`config.mk`:
```
export PLATFORM = sky130hd
export DESIGN_NAME = mesh_vertex_seq
export DESIGN_NICKNAME = d
export VERILOG_FILES = /design/src/rtl/mesh_seq_pkg.sv /design/src/rtl/mesh_walker.sv /design/src/rtl/vout_addr_gen.sv /design/src/rtl/insn_limit.sv /design/src/rtl/mesh_vertex_seq.sv
export SDC_FILE = /design/constraint.sdc
export NUM_CORES = 1
export LEC_CHECK = 0
export ABC_AREA = 1
export BUFFER_PORTS_ARGS = -buffer_cell sky130_fd_sc_hd__buf_2
export CAP_MARGIN = 20
export CORE_MARGIN = 10
export CORE_UTILIZATION = 52
export CTS_BUF_LIST = sky130_fd_sc_hd__clkbuf_8
export CTS_CLUSTER_DIAMETER = 80
export DETAILED_ROUTE_END_ITERATION = 8
export HOLD_SLACK_MARGIN = 0.1
export PLACE_DENSITY = 0.79
export SLEW_MARGIN = 10
export SYNTH_ARGS = -nofsm -noshare
export SYNTH_HDL_FRONTEND = slang
export SYNTH_SLANG_ARGS = --single-unit
```
`constraint.sdc`:
```
create_clock -name clk -period 4.8 [get_ports clk]
set_clock_uncertainty 0.2 [all_clocks]
set_input_delay 0.96 -clock clk [delete_from_list [all_inputs] [get_ports clk]]
set_output_delay 0.96 -clock clk [all_outputs]
set_load 0.02 [all_outputs]
```
`src/rtl/mesh_seq_pkg.sv`:
```
package mesh_seq_pkg;

  typedef enum logic [2:0] {
    S_IDLE,
    S_RUN,
    S_WR0,
    S_WR1,
    S_NEXT
  } seq_state_e;

endpackage

```
`src/rtl/mesh_walker.sv`:
```
module mesh_walker #(
  parameter int COORD_W = 7
) (
  input  logic               clk,
  input  logic               rst,
  input  logic               clr,
  input  logic               adv,
  input  logic [COORD_W-1:0] h_last,
  input  logic [COORD_W-1:0] v_last,
  output logic [COORD_W-1:0] x,
  output logic [COORD_W-1:0] y,
  output logic               at_end
);

  logic row_end;

  assign row_end = (x == h_last);
  assign at_end  = row_end && (y == v_last);

  always_ff @(posedge clk) begin
    if (rst || clr) begin
      x <= '0;
      y <= '0;
    end else if (adv) begin
      if (row_end) begin
        x <= '0;
        y <= y + COORD_W'(1);
      end else begin
        x <= x + COORD_W'(1);
      end
    end
  end

endmodule

```
`src/rtl/vout_addr_gen.sv`:
```
module vout_addr_gen #(
  parameter int COORD_W = 7,
  parameter int ADDR_W  = 32
) (
  input  logic [ADDR_W-1:0]  base,
  input  logic [COORD_W-1:0] x,
  input  logic [COORD_W-1:0] y,
  output logic [ADDR_W-1:0]  addr
);

  // Row stride of 2**COORD_W vertices, 8 bytes per vertex.
  localparam int OFS_W = 2 * COORD_W + 3;

  logic [OFS_W-1:0] offset;

  assign offset = {y, x, 3'b000};
  assign addr   = (base & ~ADDR_W'(7)) + ADDR_W'(offset);

endmodule

```
`src/rtl/insn_limit.sv`:
```
module insn_limit #(
  parameter int LIMIT = 2048
) (
  input  logic clk,
  input  logic rst,
  input  logic clr,
  input  logic step,
  output logic hit
);

  localparam int CNT_W = (LIMIT > 2) ? $clog2(LIMIT) : 1;

  logic [CNT_W-1:0] cnt;

  assign hit = step && (cnt == CNT_W'(LIMIT - 1));

  always_ff @(posedge clk) begin
    if (rst || clr) begin
      cnt <= '0;
    end else if (step) begin
      cnt <= cnt + CNT_W'(1);
    end
  end

endmodule

```
`src/rtl/mesh_vertex_seq.sv`:
```
module mesh_vertex_seq
  import mesh_seq_pkg::*;
#(
  parameter int COORD_W    = 7,
  parameter int ADDR_W     = 32,
  parameter int DATA_W     = 32,
  parameter int VCOUNT_W   = 32,
  parameter int INSN_LIMIT = 2048
) (
  input  logic                clk,
  input  logic                rst,
  input  logic                start,
  input  logic [COORD_W-1:0]  h_last,
  input  logic [COORD_W-1:0]  v_last,
  input  logic [ADDR_W-1:0]   base_addr,
  output logic                eng_start,
  output logic [COORD_W-1:0]  coord_x,
  output logic [COORD_W-1:0]  coord_y,
  input  logic                eng_step,
  input  logic                eng_vout,
  input  logic [DATA_W-1:0]   eng_opa,
  input  logic [DATA_W-1:0]   eng_opb,
  output logic                mem_valid,
  output logic [ADDR_W-1:0]   mem_addr,
  output logic [DATA_W-1:0]   mem_data,
  input  logic                mem_ready,
  output logic                busy,
  output logic                err_flag,
  output logic [ADDR_W-1:0]   last_addr,
  output logic [VCOUNT_W-1:0] vertex_count,
  output logic                irq
);

  localparam int NBYTES = DATA_W / 8;
  localparam int PROD_W = 2 * COORD_W + 2;

  seq_state_e          state;
  logic [COORD_W-1:0]  hl_q, vl_q;
  logic [ADDR_W-1:0]   base_q;
  logic [DATA_W-1:0]   opa_sw, opb_sw, opb_q;
  logic                at_end, walk_clr, walk_adv, limit_hit;
  logic [ADDR_W-1:0]   pt_addr;
  logic [PROD_W-1:0]   vtx_prod;

  // Byte-order reversal of both operands.
  for (genvar b = 0; b < NBYTES; b++) begin : g_swap
    assign opa_sw[8*b +: 8] = eng_opa[DATA_W-8-8*b +: 8];
    assign opb_sw[8*b +: 8] = eng_opb[DATA_W-8-8*b +: 8];
  end

  assign walk_clr = (state == S_IDLE) && start;
  assign walk_adv = (state == S_NEXT) && !at_end;

  mesh_walker #(.COORD_W(COORD_W)) u_walk (
    .clk    (clk),
    .rst    (rst),
    .clr    (walk_clr),
    .adv    (walk_adv),
    .h_last (hl_q),
    .v_last (vl_q),
    .x      (coord_x),
    .y      (coord_y),
    .at_end (at_end)
  );

  vout_addr_gen #(.COORD_W(COORD_W), .ADDR_W(ADDR_W)) u_addr (
    .base (base_q),
    .x    (coord_x),
    .y    (coord_y),
    .addr (pt_addr)
  );

  insn_limit #(.LIMIT(INSN_LIMIT)) u_limit (
    .clk  (clk),
    .rst  (rst),
    .clr  (state != S_RUN),
    .step (eng_step && !eng_vout),
    .hit  (limit_hit)
  );

  assign vtx_prod = (PROD_W'(hl_q) + PROD_W'(1)) * (PROD_W'(vl_q) + PROD_W'(1));

  always_ff @(posedge clk) begin
    if (rst) begin
      state        <= S_IDLE;
      hl_q         <= '0;
      vl_q         <= '0;
      base_q       <= '0;
      opb_q        <= '0;
      eng_start    <= 1'b0;
      mem_valid    <= 1'b0;
      mem_addr     <= '0;
      mem_data     <= '0;
      busy         <= 1'b0;
      err_flag     <= 1'b0;
      last_addr    <= '0;
      vertex_count <= '0;
      irq          <= 1'b0;
    end else begin
      irq       <= 1'b0;
      eng_start <= 1'b0;
      unique case (state)
        S_IDLE: begin
          if (start) begin
            hl_q      <= h_last;
            vl_q      <= v_last;
            base_q    <= base_addr;
            err_flag  <= 1'b0;
            busy      <= 1'b1;
            eng_start <= 1'b1;
            state     <= S_RUN;
          end
        end
        S_RUN: begin
          if (eng_vout) begin
            opb_q     <= opb_sw;
            mem_valid <= 1'b1;
            mem_addr  <= pt_addr;
            mem_data  <= opa_sw;
            state     <= S_WR0;
          end else if (limit_hit) begin
            err_flag <= 1'b1;
            state    <= S_NEXT;
          end
        end
        S_WR0: begin
          if (mem_ready) begin
            mem_addr <= mem_addr + ADDR_W'(4);
            mem_data <= opb_q;
            state    <= S_WR1;
          end
        end
        S_WR1: begin
          if (mem_ready) begin
            mem_valid <= 1'b0;
            last_addr <= mem_addr;
            state     <= S_NEXT;
          end
        end
        S_NEXT: begin
          if (at_end) begin
            vertex_count <= VCOUNT_W'(vtx_prod);
            irq          <= 1'b1;
            busy         <= 1'b0;
            state        <= S_IDLE;
          end else begin
            eng_start <= 1'b1;
            state     <= S_RUN;
          end
        end
        default: state <= S_IDLE;
      endcase
    end
  end

endmodule

```
## Word level (Yosys, flattened, before mapping)

Index checks and enable logic that the tools add are counted.

- Logic and storage cells: 95
- Output and inout bits: 147
- Flip-flop bits (word level): 223

- Reductions and logical operators: 25
- Add/subtract/negate cells: 7
- Bitwise operators: 1
- Multiplexer cells: 28
- Multiply operators: 1
- Eq/ne operators: 16

Operators by type and width:

| kind | number |
|---|---|
| 32-bit two-way mux | 4 |
| 32-bit case mux with 2 select lines | 2 |
| 32-bit by 17-bit adder with 32-bit output | 1 |
| 32-bit by 3-bit adder with 32-bit output (second input constant) | 1 |
| 7-bit by 1-bit adder with 8-bit output (second input constant) | 2 |
| 8-bit by 8-bit multiplier with 16-bit output | 1 |
| 3-bit two-way mux | 5 |
| 3-bit case mux with 5 select lines | 1 |
| 7-bit by 1-bit adder with 7-bit output (second input constant) | 2 |
| 7-bit equality test | 2 |
| 2-bit != test (second input constant) | 7 |
| 11-bit by 1-bit adder with 11-bit output (second input constant) | 1 |
| 11-bit equality test (second input constant) | 1 |
| 1-bit two-way mux | 11 |
| 2-bit AND reduction | 5 |
| 3-bit AND reduction | 3 |
| 1-bit case mux with 2 select lines | 4 |
| 4-bit AND reduction | 2 |
| 2-bit nonzero test | 4 |
| 7-bit two-way mux | 1 |
| 3-bit by 2-bit equality test with 1-bit output (second input constant) | 2 |
| 1-bit logical AND | 5 |
| 3-bit by 1-bit equality test with 1-bit output (second input constant) | 1 |
| 3-bit equality test (second input constant) | 1 |
| 7 further kinds | 9 |

## Longest topological paths before layout

Gate-level depths: netlist of the first run.

- Depth in word-level cells: 6
- Gate-level depth with buffers: 25
- Depth with buffers taken out: 24

## Cells and area by module

From an unflattened synthesis of the first run, not the netlist that was laid out.

- Cell total of the unflattened synthesis: 2059
- Area total of the unflattened synthesis: 13683.1 µm²

Modules (own cells, without submodules):

| module | area an instance (µm²) | seq. area each (µm²) | times used | cells an instance |
|---|---|---|---|---|
| mesh_vertex_seq | 10739.0 | 3963.8 | 1 | 1529 |
| vout_addr_gen | 1557.7 | 0.0 | 1 | 329 |
| mesh_walker | 848.3 | 280.3 | 1 | 128 |
| insn_limit | 538.0 | 220.2 | 1 | 73 |

## Worst setup path after synthesis of the first run

No wires, ideal clock.

- Path kind: reg2reg
- Start point: reg vl_q[0]
- End point: reg vertex_count[8]
- Data arrival time: 4526 ps
- Path buffers: 1
- Path slack: -46 ps
- Stages on the path, launching flop included: 22
- Required time: 4480 ps
- Clock period less this slack: 4846 ps
- Path through: dfxtp_1 -> buf_2 -> inv_1 -> nor3_1 -> nand3_1 -> nor2_1 -> inv_1 -> nor2_2 -> nand2_1 -> fa_1 -> fa_1 -> inv_1 -> fa_1 -> inv_1 -> fa_1 -> inv_1 -> ha_1 -> a21oi_1 -> o21ai_0 -> a21oi_1 -> xor2_1 -> a21oi_2

- Word-level cells in the longest chain between the ends: 3
- Elaborated cells on any way between the ends: 5
- Classes of those cells: add/sub: 1; mul: 1; eq/ne: 1; reduce/logical: 2

RTL lines:

| element | RTL line | source |
|---|---|---|
| start, declared | mesh_vertex_seq.sv:38 | `logic [COORD_W-1:0] hl_q, vl_q;` |
| start signal, assigned | mesh_vertex_seq.sv:106 | `vl_q <= v_last;` |
| parallel branches: the longest is 3 deep, another holds 8-bit by 8-bit multiplier with 16-bit output | - |  |
| end signal, assigned | mesh_vertex_seq.sv:142 | `vertex_count <= VCOUNT_W'(vtx_prod);` |
| end, declared | mesh_vertex_seq.sv:30 | `output logic [VCOUNT_W-1:0] vertex_count,` |

Parallel ways; which one is timed is not known.
A chain may end at the register's enable or synchronous reset.

## Worst setup path in the final report of the first run

- Start point: reg vl_q[0]
- End point: reg vertex_count[12]

The elaborated chain is that of the path after synthesis.

==> impl_metrics.tcl, run 1 <==
set metrics [dict create \
    maxSlewViolCount 0 \
    cp_slowest_cell "fa_1" \
    h-tree-depth 2 \
    worst_setup_path_end_kind "flop" \
    grt_max_degree 118 \
    design.portCount 263 \
    status "finished, final reports clean" \
    rsz0062_at_grt "true" \
    start_kind "flop" \
    crit_top_cell "fa_1" \
    met3_wirelength_um 3983 \
    drt_wl_total_um 41500 \
    wl_met1_um 17440 \
    critPathKind "flop to flop" \
    syn_area_um2 13080 \
    syn_avg_cell_area_um2 6.846 \
    vias 13460 \
    relSlewSlack_pct 43.47 \
    dpl.hpwl_um 30500 \
    dpl_cell_area_um2 14710 \
    drive_gt1_share_pct 21.64 \
    top_layer "met5" \
    ir_drop_mv 0.3013 \
    io_buffers 239 \
    max_stage_delay_ps 520 \
    min_path_cells 2 \
    r2r-end "vertex_count[12]" \
    power_w 0.006309 \
    cts_root_buf "clkbuf_8" \
    fin_cells 2528 \
    gr-total-overflow 0 \
    hp-class "flop to flop" \
    syn2layout_area_growth_pct 22.07 \
    multi_input_area_um2 7870 \
    synth_seq_cells 216 \
    critPathArrivalTime_ps 4910 \
    wl_per_cell_um 16.42 \
    min_from "mem_valid" \
    finalSetupTns_ps 0 \
    insertion_delay_ps 550 \
    grt_pass1_vias 12870 \
    hold_end "mem_valid" \
    track_usage_pct 24.94 \
    wl_met2_um 19090 \
    routabilityCongestion 0.9573 \
    initial_core_util_pct 53.30 \
    cap_violations 0 \
    critPathMaxFanout 4 \
    crit_buf_inv 5 \
    setup_viol 0 \
    fp.dieW_um 178.6 \
    clkSinkCount 216 \
    yosys_warnings 0 \
    clk_pin_slew_ps 60 \
    core_um2 24530 \
    grt_pass1_wl_um 65650 \
    cp_cell_sequence "inv_4 -> nor3_4 -> nand3_2 -> nor2_2 -> inv_2 -> nor2_4 -> inv_4 -> nor2_4 -> fa_1 -> fa_1 -> fa_1 -> inv_1 -> fa_1 -> inv_2 -> ha_4 -> nand2_2 -> nor2_2 -> nand3_2 -> nand3_2 -> xnor2_2 -> a22oi_1" \
    vias_per_cell 5.324 \
    dr.pass1.iters 6 \
    nets 2384 \
    r2r_start "vl_q[0]" \
    die-area_um2 31890 \
    num-fill-cells 2213 \
    rows 57 \
    hold_viol_final 0 \
    dieHeight_um 178.6 \
    synth_cells 1910 \
    drc 0 \
    numCtsBuffers 39 \
    p_leak_nw 7.769 \
    fin_crit_ps 4696 \
    ant_nets 0 \
    cp.required_ps 5010 \
    clock_path_buffers 3 \
    critical-path-top-delay-family "adder cells" \
    drtIter0Drc 1258 \
    seq_area_um2 4339 \
    tightest_slew_ps 846.7 \
    fin_util_pct 65.07 \
    post-route-period-util_pct 97.83 \
    cts_tree "built" \
    yosys-top-cells-area "dfxtp_1 (33%), nand2_1 (12%), nor2_1 (7.6%)" \
    yosysSeqAreaShare_pct 33.07 \
    yosys.area.top_type "dfxtp_1" \
    powerDensity_nw_per_um2 395.2 \
    reg2reg_setup_slack_ps 100 \
    post-route-cell-area_um2 15960 \
    yosysTopAreaCellShare_pct 33.07 \
    reg2reg_depth 21 \
    antenna_found_initial 9 \
    synth_cell_type_count 44 \
    path_depth 21 \
    dp_cells 2453 \
    max_clock_freq_mhz 213.0 \
]
placed cells by master, fill, tap and decap left out, drive strengths merged, types with 37 or more instances in the layout:
cell and n:
nand2 406, buf 297, nor2 269, inv 242, dfxtp 216, o21ai 204
a21oi 153, nand3 89, ha 56, clkbuf 48, fa 37
where the power goes:
group / internal, W / switching [W] / leakage [nW]
clock: 0.00102 / 0.000806 / 0.444
sequential: 0.00204 / 0.000228 / 1.77
combinational: 0.000804 / 0.00141 / 5.56
total: 0.00387 / 0.00244 / 7.77
Yosys cell counts (all sizes together):
cell	number
xor2	32
buf	47
and2	1
xnor2	19
nand2	406
nor3	23
conb	1
a22oi	4
a32oi	1
a211oi	1
a31oi	35
a221oi	1
clkinv	2
fa	37
or2	9
dfxtp	216
nand3b	3
nand4	15
o21a	5
a21oi	153
clkbuf	45
nor3b	2
o22ai	2
ha	56
inv	231
nand3	89
nor2	269
o21ai	204
a21boi	1
flip-flops by register name (all words and copies together), names as in the netlist:
register and cells:
u_walk.x 7, hl_q 7, err_flag 1, mem_addr 30
state 3, vertex_count 16, eng_start 1, vl_q 7
u_limit.cnt 11, mem_data 32, busy 1, mem_valid 1
base_q 29, last_addr 30, u_walk.y 7, opb_q 32
irq 1
worst reg2reg max path, stage by stage, from the launching register on:
cell and delay, ps:
dfxtp_4 370, inv_4 40, nor3_4 230, nand3_2 120, nor2_2 140, inv_2 60, nor2_4 170, inv_4 70
nor2_4 110, fa_1 460, fa_1 510, fa_1 520, inv_1 50, fa_1 500, inv_2 50, ha_4 320
nand2_2 100, nor2_2 130, nand3_2 100, nand3_2 100, xnor2_2 110, a22oi_1 100
timing repair:
item                       in CTS  in global routing
gates resized for setup        21                 87
setup buffers                   0                  5
hold buffers                    0                  0
setup endpoints to repair       8                  9
pin swaps                       6                 45
how the worst max path moves through the flow:
stage | from | end | slack, ps
final | vl_q[0] | vertex_count[12] | 100
after global routing | vl_q[0] | vertex_count[9] | -130
after CTS | hl_q[1] | vertex_count[13] | 0.7
after detailed placement | vl_q[0] | vertex_count[8] | -170
after global placement | vl_q[0] | vertex_count[8] | -150
after floorplan | vl_q[0] | vertex_count[8] | 20
layer usage:
metal	global-route usage, %	up-vias
li1	-	6636
met2	40.19	481
met4	6.338	8
met5	0	-
met3	7.970	91
met1	31.67	6244
cell type report:
class | instances | area share (%)
Multi-Input combinational cell | 1388 | 49.30
Tap cell | 324 | 2.540
Clock inverter | 18 | 0.9249
Clock buffer | 48 | 4.139
Inverter | 233 | 5.526
Timing Repair Buffer | 297 | 10.32
Sequential cell | 216 | 27.18
Antenna cell | 4 | 0.06271
per-stage QoR:
step | worst slack, ps | hold WS [ps]
after floorplan | 20.49 | 244.6
after global placement | -145.5 | 249.6
after detailed placement | -167.6 | 255.2
after CTS | 0.7416 | 262.1
after global routing | -127.9 | 288.5
final | 104.3 | 260.0
logic make-up (layout without fill, tap and decap cells):
| family | after synthesis | in the layout | share of synthesized area [%] |
|---|---|---|---|
| and+or+nand+nor | 817 | 817 | 25.72 |
| xor gates and xnor gates | 51 | 51 | 3.473 |
| AOI/OAI and AO/OA | 407 | 407 | 16.39 |
| DFF | 216 | 216 | 33.07 |
| buffers and inverters | 325 | 596 | 10.30 |
| other | 1 | 24 | 0.02868 |
| adders and majority gates | 93 | 93 | 11.02 |
Power figures use the tool's default switching activity.
==> run 2, diff against run 1 <==
--- a/config.mk
+++ b/config.mk
@@ -12,9 +12,10 @@
 export CORE_UTILIZATION = 52
 export CTS_BUF_LIST = sky130_fd_sc_hd__clkbuf_8
 export CTS_CLUSTER_DIAMETER = 80
+export CTS_CLUSTER_SIZE = 20
 export DETAILED_ROUTE_END_ITERATION = 8
 export HOLD_SLACK_MARGIN = 0.1
-export PLACE_DENSITY = 0.79
+export PLACE_DENSITY = 0.78
 export SLEW_MARGIN = 10
 export SYNTH_ARGS = -nofsm -noshare
 export SYNTH_HDL_FRONTEND = slang
==> run 2 against run 1 <==
Global-route usage down 0.66 points. First-iteration DRC count decreased by 5.5%. Via count is 0.54% lower. Critical endpoint is now vertex_count[13]. Highest routed layer unchanged.
==> impl_metrics.tcl, run 2 (same netlist as run 1, synthesis figures left out) <==
set metrics [dict create \
    cts_root_buf "clkbuf_8" \
    core_um2 24530 \
    cp.required_ps 5020 \
    hold_ws_ps 274.2 \
    hold_viol_final 0 \
    cap_violations 0 \
    cts_hold_buffers 0 \
    reg_top3 "mem_data x32, opb_q x32" \
    io_buffers 239 \
    grt_pass1_vias 12620 \
    drc 0 \
    dpl.hpwl_um 30430 \
    p_leak_nw 7.595 \
    antenna_found_initial 5 \
    start_kind "flop" \
    reg2reg_depth 22 \
    routabilityCongestion 0.9589 \
    rows 57 \
    critPathKind "flop to flop" \
    setup_slack_ps 45.33 \
    gr-total-overflow 0 \
    min_path_cells 2 \
    ant_nets 0 \
    powerDensity_nw_per_um2 353.0 \
    drt_wl_total_um 41100 \
    dieHeight_um 178.6 \
    relSlewSlack_pct 45.02 \
    insertion_delay_ps 550 \
    wl_per_cell_um 16.45 \
    seq_area_um2 4339 \
    nets 2376 \
    rsz0062_at_grt "true" \
    vias_per_cell 5.357 \
    final_common_cell "nand2_1" \
    power_w 0.005540 \
    fp.dieW_um 178.6 \
    fin_crit_ps 4755 \
    fin_util_pct 63.97 \
    final_cell_mix "nand2_1 (388), nor2_1 (244), buf_2 (239)" \
    track_usage_pct 24.28 \
    drtIter0Drc 1189 \
    worst_setup_path_end_kind "flop" \
    num-fill-cells 2251 \
    multi_input_area_um2 7990 \
    design.portCount 263 \
    die-area_um2 31890 \
    clock_path_buffers 3 \
    drive_gt1_share_pct 21.64 \
    initial_core_util_pct 53.30 \
    tightest_slew_ps 823.5 \
    clkSinkCount 216 \
    dr.pass1.iters 5 \
    setup_viol 0 \
    status "finished, final reports clean" \
    grt_pass1_wl_um 64060 \
    max_clock_freq_mhz 210.3 \
    grt_max_degree 99 \
    hp-class "flop to flop" \
    maxSlewViolCount 0 \
    ir_drop_mv 0.2592 \
    critPathMaxFanout 4 \
    post-route-period-util_pct 99.06 \
    clk_pin_slew_ps 120 \
    place_ws_ps -212.8 \
    vias 13390 \
    critPathArrivalTime_ps 4970 \
    h-tree-depth 1 \
    cts_tree "built" \
    numCtsBuffers 15 \
    syn2layout_area_growth_pct 20.02 \
]
[run 2: cell count changes in the layout (fill, tap and decap cells not counted), moves of 3 or more]
cell / change
clkbuf_8: -32
buf_4: +11
inv_1: -10
inv_2: +6
buf_6: +5
nand2_1: -5
nor2_1: -5
clkinv_2: -4
ha_4: +4
nand2_2: +4
nor2_2: +3
xor2_2: -3
xor2_4: +3
[run 2: per-stage QoR]
stage | TNS [ps] | instances | instance area (µm²)
2_1_floorplan | 0 | 1929 | 13150
3_3_place_gp | -1151 | 2463 | 14780
3_5_place_dp | -1447 | 2463 | 14780
4_1_cts | 0 | 2488 | 15200
5_1_grt | -562.7 | 2496 | 15690
6_report | 0 | 2499 | 15690
[run 2: worst max-delay path: stages, from the launching register on]
cell and delay (ps):
dfxtp_4 410, inv_4 40, nor3_4 230, nand3_2 120
nor2_2 120, inv_2 60, nor2_4 160, inv_2 80
nor2_4 110, fa_1 450, fa_1 510, fa_1 550
inv_2 40, fa_1 500, inv_2 50, ha_4 300
nand2_4 70, buf_6 120, nor2_4 90, nand3b_1 80
nand3_1 90, xnor2_1 140, a22oi_1 110
[run 2: timing repair]
item / CTS / global route
setup buffers: 3 / 8
pin swaps: 11 / 52
setup endpoints to repair: 9 / 10
gates resized for setup: 23 / 117
[run 2: final timing paths]
kind	slack [ps]	to	startpoint
setup / recovery	50	vertex_count[13]	vl_q[0]
hold / removal	270	mem_valid	mem_valid
setup reg to reg	50	vertex_count[13]	vl_q[0]
hold reg to reg	270	mem_valid	mem_valid
[run 2: final cells by class]
class                      count  area share [%]
multi-input combinational   1388           50.91
sequential                   216           27.65
timing repair buffer         313           11.38
inverter                     233           5.605
tap                          324           2.583
clock buffer                  16           1.403
clock inverter                 6          0.4146
antenna                        3         0.04784
[run 2: where the power goes]
group | internal (W) | switching, W
Clock | 0.000373 | 0.000626
Sequential | 0.00204 | 0.000229
Combinational | 0.000845 | 0.00143
Total | 0.00326 | 0.00228
[run 2: routing by layer]
layer	part of all wire [%]	track usage, %	up-vias	wire length, µm
met4	2.7	6.821	4	1129
met2	46	38.86	473	18820
met5	0.056	0	-	23
met3	8.5	6.089	67	3489
li1	-	-	6597	-
met1	43	31.84	6246	17640
